`src/rtl/wrs_pkg.sv`:
```
package wrs_pkg;

   typedef enum logic [1:0] {
      OP_INSERT = 2'b00,
      OP_REMOVE = 2'b01,
      OP_COUNT  = 2'b10,
      OP_COUNT2 = 2'b11
   } wrs_op_e;

   typedef enum logic [1:0] {
      ST_IDLE = 2'b00,
      ST_RUN  = 2'b01,
      ST_DONE = 2'b10
   } wrs_state_e;

   localparam int SIZE_W = 4;

endpackage

```
`src/rtl/wrs_chunk_sizer.sv`:
```
module wrs_chunk_sizer
   import wrs_pkg::*;
#(
   parameter int MAX_CHUNK = 8,
   parameter int LEN_W     = 8
) (
   input  logic [2:0]        addr_lo,
   input  logic [LEN_W-1:0]  rem_len,
   input  logic              first_chunk,
   output logic [SIZE_W-1:0] size
);

   localparam int ALIGN_W = (MAX_CHUNK == 8) ? 3 : 2;

   logic [SIZE_W-1:0] cap_sz;
   logic [SIZE_W-1:0] align_sz;
   logic [SIZE_W-1:0] table_sz;
   logic              direct_ok;

   // Length cap: largest power of two not above min(remaining, maximum)
   always_comb begin
      if (rem_len >= LEN_W'(MAX_CHUNK))      cap_sz = SIZE_W'(MAX_CHUNK);
      else if (rem_len >= LEN_W'(4))         cap_sz = 4'd4;
      else if (rem_len >= LEN_W'(2))         cap_sz = 4'd2;
      else                                   cap_sz = 4'd1;
   end

   // Alignment cap: address modulo the maximum width
   generate
      if (MAX_CHUNK == 8) begin : g_align8
         always_comb begin
            if (addr_lo[ALIGN_W-1:0] == '0) align_sz = 4'd8;
            else if (addr_lo[0])            align_sz = 4'd1;
            else if (addr_lo[1])            align_sz = 4'd2;
            else                            align_sz = 4'd4;
         end
      end else begin : g_align4
         always_comb begin
            if (addr_lo[ALIGN_W-1:0] == '0) align_sz = 4'd4;
            else if (addr_lo[0])            align_sz = 4'd1;
            else                            align_sz = 4'd2;
         end
      end
   endgenerate

   assign table_sz = (cap_sz < align_sz) ? cap_sz : align_sz;

   // Already-aligned region of a legal size goes out whole
   always_comb begin
      direct_ok = 1'b0;
      if (first_chunk) begin
         case (rem_len)
            LEN_W'(1): direct_ok = 1'b1;
            LEN_W'(2): direct_ok = (addr_lo[0] == 1'b0);
            LEN_W'(4): direct_ok = (addr_lo[1:0] == 2'b00);
            LEN_W'(8): direct_ok = (MAX_CHUNK == 8) && (addr_lo == 3'b000);
            default:   direct_ok = 1'b0;
         endcase
      end
   end

   assign size = direct_ok ? SIZE_W'(rem_len) : table_sz;

endmodule

```
`src/rtl/wrs_tally.sv`:
```
module wrs_tally #(
   parameter int CNT_W      = 9,
   parameter int SLOT_LIMIT = 4
) (
   input  logic             clk,
   input  logic             rst_n,
   input  logic             clear,
   input  logic             step,
   input  logic             step_fail,
   output logic [CNT_W-1:0] count,
   output logic             fail,
   output logic             fits
);

   always_ff @(posedge clk) begin
      if (!rst_n) begin
         count <= '0;
         fail  <= 1'b0;
      end else if (clear) begin
         count <= '0;
         fail  <= 1'b0;
      end else if (step) begin
         count <= count + CNT_W'(1);
         fail  <= fail | step_fail;
      end
   end

   assign fits = (count <= CNT_W'(SLOT_LIMIT));

endmodule

```
`src/rtl/watch_region_splitter.sv`:
```
module watch_region_splitter
   import wrs_pkg::*;
#(
   parameter int ADDR_W     = 32,
   parameter int LEN_W      = 8,
   parameter int MAX_CHUNK  = 8,
   parameter int SLOT_LIMIT = 4,
   localparam int CNT_W     = LEN_W + 1
) (
   input  logic              clk,
   input  logic              rst_n,
   input  logic              start,
   input  logic [1:0]        op,
   input  logic [ADDR_W-1:0] addr,
   input  logic [LEN_W-1:0]  len,
   output logic              busy,
   output logic              chunk_valid,
   input  logic              chunk_ready,
   output logic              chunk_remove,
   output logic [ADDR_W-1:0] chunk_addr,
   output logic [3:0]        chunk_size,
   input  logic              chunk_fail,
   output logic              done,
   output logic              any_fail,
   output logic [CNT_W-1:0]  chunk_count,
   output logic              region_fits
);

   generate
      if (MAX_CHUNK != 4 && MAX_CHUNK != 8) begin : g_bad_max
         $error("MAX_CHUNK must be 4 or 8");
      end
      if (LEN_W < 4) begin : g_bad_len
         $error("LEN_W must be at least 4");
      end
      if (ADDR_W < 4) begin : g_bad_addr
         $error("ADDR_W must be at least 4");
      end
      if (SLOT_LIMIT < 1) begin : g_bad_slots
         $error("SLOT_LIMIT must be positive");
      end
   endgenerate

   wrs_state_e        state_q;
   logic [ADDR_W-1:0] cur_addr_q;
   logic [LEN_W-1:0]  rem_q;
   logic              count_mode_q;
   logic              remove_q;
   logic              first_q;
   logic [SIZE_W-1:0] size_w;
   logic              accept;
   logic              step;
   logic              last;

   wrs_chunk_sizer #(
      .MAX_CHUNK (MAX_CHUNK),
      .LEN_W     (LEN_W)
   ) sizer_i (
      .addr_lo     (cur_addr_q[2:0]),
      .rem_len     (rem_q),
      .first_chunk (first_q),
      .size        (size_w)
   );

   assign accept = (state_q == ST_IDLE) && start;
   assign step   = (state_q == ST_RUN) && (count_mode_q || chunk_ready);
   assign last   = (rem_q <= LEN_W'(size_w));

   always_ff @(posedge clk) begin
      if (!rst_n) begin
         state_q      <= ST_IDLE;
         cur_addr_q   <= '0;
         rem_q        <= '0;
         count_mode_q <= 1'b0;
         remove_q     <= 1'b0;
         first_q      <= 1'b0;
      end else begin
         case (state_q)
            ST_IDLE: begin
               if (start) begin
                  cur_addr_q   <= addr;
                  rem_q        <= len;
                  count_mode_q <= op[1];
                  remove_q     <= (op == OP_REMOVE);
                  first_q      <= 1'b1;
                  state_q      <= (len == '0) ? ST_DONE : ST_RUN;
               end
            end
            ST_RUN: begin
               if (step) begin
                  cur_addr_q <= cur_addr_q + ADDR_W'(size_w);
                  rem_q      <= last ? '0 : rem_q - LEN_W'(size_w);
                  first_q    <= 1'b0;
                  if (last) state_q <= ST_DONE;
               end
            end
            ST_DONE: state_q <= ST_IDLE;
            default: state_q <= ST_IDLE;
         endcase
      end
   end

   wrs_tally #(
      .CNT_W      (CNT_W),
      .SLOT_LIMIT (SLOT_LIMIT)
   ) tally_i (
      .clk       (clk),
      .rst_n     (rst_n),
      .clear     (accept),
      .step      (step),
      .step_fail (!count_mode_q && chunk_fail),
      .count     (chunk_count),
      .fail      (any_fail),
      .fits      (region_fits)
   );

   assign busy         = (state_q != ST_IDLE);
   assign chunk_valid  = (state_q == ST_RUN) && !count_mode_q;
   assign chunk_remove = remove_q;
   assign chunk_addr   = cur_addr_q;
   assign chunk_size   = size_w;
   assign done         = (state_q == ST_DONE);

endmodule

```
`config.mk`:
```
export PLATFORM = sky130hd
export DESIGN_NAME = watch_region_splitter
export DESIGN_NICKNAME = d
export VERILOG_FILES = /design/src/rtl/wrs_pkg.sv /design/src/rtl/wrs_chunk_sizer.sv /design/src/rtl/wrs_tally.sv /design/src/rtl/watch_region_splitter.sv
export SDC_FILE = /design/constraint.sdc
export NUM_CORES = 1
export LEC_CHECK = 0
export BUFFER_PORTS_ARGS = -buffer_cell sky130_fd_sc_hd__buf_4
export CORE_ASPECT_RATIO = 1.25
export CORE_UTILIZATION = 55
export CTS_BUF_LIST = sky130_fd_sc_hd__clkbuf_16
export DETAILED_ROUTE_END_ITERATION = 12
export GPL_ROUTABILITY_DRIVEN = 0
export PLACE_DENSITY_LB_ADDON = 0.3
export SYNTH_ARGS = -nofsm -noshare
export SYNTH_HDL_FRONTEND = slang
export SYNTH_HIERARCHICAL = 1
export SYNTH_SLANG_ARGS = --single-unit
```
`constraint.sdc`:
```
create_clock -name clk -period 11.64 [get_ports clk]
set_input_delay 1.746 -clock clk [delete_from_list [all_inputs] [get_ports clk]]
set_output_delay 1.746 -clock clk [all_outputs]
set_load 0.01 [all_outputs]
```
==> metrics.txt <==
gr ovfl total=0; initial antenna violation count=0; Clock Skews=9.08 ps; TritonRoute pass-1 iters=5; TritonCTS clock tree=built; initial drt markers=440; Max VDD drop=0.000181 V; clock root cell=clkbuf_16; fin crit share=a little under two fifths; fin. max-slew vios=0; DRC=0; post-synthesis cell area=a little under 4000 um^2; layout cells sized above 1=23.5%; crit path from=rem_q[7]$_SDFFE_PN0P_; Critical Path Start Type=flop; floorplan row count=33; RR Endpoint=chunk_addr[28]$_SDFFE_PN0P_; RSZ-0062 raised after global routing=no; area growth from synthesis to layout=23.2%; Synth Flop Type=dfxtp_1; Reg-to-Reg Start=rem_q[7]$_SDFFE_PN0P_; area leader, netlist=dfxtp_1; die extent in x=~77 um; first-pass GRT wire length=approximately 19000 um; Worst Hold Class=reg2reg; Tmin final=~4400 ps; Syn Inst Count=about 500; largest net degree at the start of global routing=53; via density per instance=around 6.5; ranking of synthesized cells by area=dfxtp_1 28%, a21oi_1 5.5%, nand2_1 4.8%; die height=95.9 um; fin cells=669; Slew HR=18.0%; register area share after synthesis=approximately 28%; Mean Syn Cell Area=between 7 and 8 um^2; Synth Register Bits=55; Synth top area share=between 20% and 30%; DIE AREA=around 7400 um^2; wire per inst=approximately 17 um; setup TNS=0 ps; most frequent cell after synthesis=dfxtp_1; I/O Pins=approximately 100; Worst Setup EP=chunk_size[3]; I/O Buffers=between 90 and 100; Synth Net Count=566; Pwr per Cell Area=around 310 nW/um^2; leak pwr=1.98 nW; setup violators final=0; Required @ worst endpoint=9890 ps; Final Hold Fails=0; TritonCTS buffer count=5; Worst Reg-to-Reg Cells=16; Inserted Diodes=0; r2r setup slk=about 7300 ps; clk slew on worst S/H paths=~80 ps; Design Power=~1.5 mW; Placed Cells incl. Taps=around 660; CTS sink cnt=55; Post-Route WL=around 12000 um; EDFF count, synth=0; post-CTS setup buffers=0; WS Path Type=reg2out; HPWL Detailed=8290 um; worst-margin pin slew=1230 ps; top cells by count, synth=55 x dfxtp_1, 50 x nand2_1, 44 x nor2_1; warnings from Yosys=6; status=completed; Net count, final=around 640; Core Area=roughly 6700 um^2; post-cts sizing count=0; Initial Util=58.0%; vias in the first global route=4096; count of max-cap constraint violations=0; Fmax achieved=between 200 and 250 MHz; CP max FO=5; Setup crit end kind=primary output; hold buffers post-CTS=0; CTS Buffer Depth=2; CTS HTree Levels=2; Distinct cells, synth=76; FFs w/ async S/R, synth=0%; gr usage total=31.2%; Clock Latency Late Sink=approximately 290 ps; Via Count=approximately 4400; Routed Antenna Nets=0; arrival time of the worst setup path=roughly 2700 ps
==> metrics by stage <==
step	utilization [%]	setup WS (ps)	instance area (um^2)	hold WS, ps
2_1_floorplan	-	7840	3880	471
3_3_place_gp	68.7	7520	4590	445
3_5_place_dp	68.7	7330	4590	461
4_1_cts	71.5	7290	4780	472
5_1_grt	71.5	6910	4780	500
6_report	71.5	7240	4780	473
==> routing by layer <==
metal / global-route usage, % / vias up / wire [um]
met5: 0 / - / 0
met4: 15.6 / 0 / 373
met3: 3.22 / 41 / 801
met2: 56.7 / 246 / 5920
met1: 36.6 / 2038 / 4580
li1: - / 2045 / -
==> worst max-delay path, stage by stage (launching register included) <==
cell       delay (ps)
dfxtp_1           360
nor4_4            360
and2_2            230
inv_1              60
ha_1              340
a21oi_1           320
nor2_1             80
a2bb2oi_1         400
buf_4             210
==> how the worst min path moves through the flow <==
stage,from,endpoint,depth (start not counted)
detailed placement,chunk_remove$_SDFFE_PN0P_,chunk_remove$_SDFFE_PN0P_,2
global placement,chunk_remove$_SDFFE_PN0P_,chunk_remove$_SDFFE_PN0P_,2
global route,chunk_remove$_SDFFE_PN0P_,chunk_remove$_SDFFE_PN0P_,2
CTS,chunk_remove$_SDFFE_PN0P_,chunk_remove$_SDFFE_PN0P_,2
finish,chunk_remove$_SDFFE_PN0P_,chunk_remove$_SDFFE_PN0P_,2
floorplan,count_mode_q$_SDFFE_PN0P_,count_mode_q$_SDFFE_PN0P_,2
==> kinds of logic (layout without fill, tap and decap cells) <==
logic type                 after synthesis  in the layout  share of synthesized area, %
adders and majority gates               15             15                          5.22
xor gates and xnor gates                 7              7                          1.58
and+or+nand+nor                        209            209                          28.9
muxes                                    4              4                          1.03
AOI/OAI and AO/OA                      165            165                          29.2
buffers and inverters                   49            127                          5.67
DFF                                     55             55                          28.4
==> placed cells by master, fill, tap and decap left out, types with 10 or more instances in the layout <==
master,synthesis,layout
dfxtp_1,55,55
a21oi_1,43,43
ha_1,13,13
and3_1,10,10
buf_4,5,99
inv_1,19,20
nand2_1,50,50
o21ai_0,31,31
nand3_1,20,20
nor2_1,44,44
nand4_1,17,17
==> cell type report <==
| cell class | instances | area [um^2] |
|---|---|---|
| well taps | 87 | 109 |
| inverters | 20 | 76.3 |
| repair buffers | 99 | 743 |
| clock buffers | 5 | 125 |
| clock inverters | 3 | 63.8 |
| fillers | 552 | 1910 |
| multi-input cells | 400 | 2560 |
| flip-flops and latches | 55 | 1100 |
==> power breakdown <==
part,internal [mW],switching [mW]
Sequential,0.253,0.111
Clock,0.123,0.0692
Combinational,0.390,0.537
Total,0.766,0.717
==> registers in the layout, summed over array words and instances (netlist names) <==
| register | flops |
|---|---|
| chunk_addr | 32 |
| rem_q | 8 |
| first_q | 1 |
| state_q | 2 |
| chunk_remove | 1 |
| tally_i/count | 9 |
| tally_i/fail | 1 |
| count_mode_q | 1 |
Power figures use the tool's default switching activity.
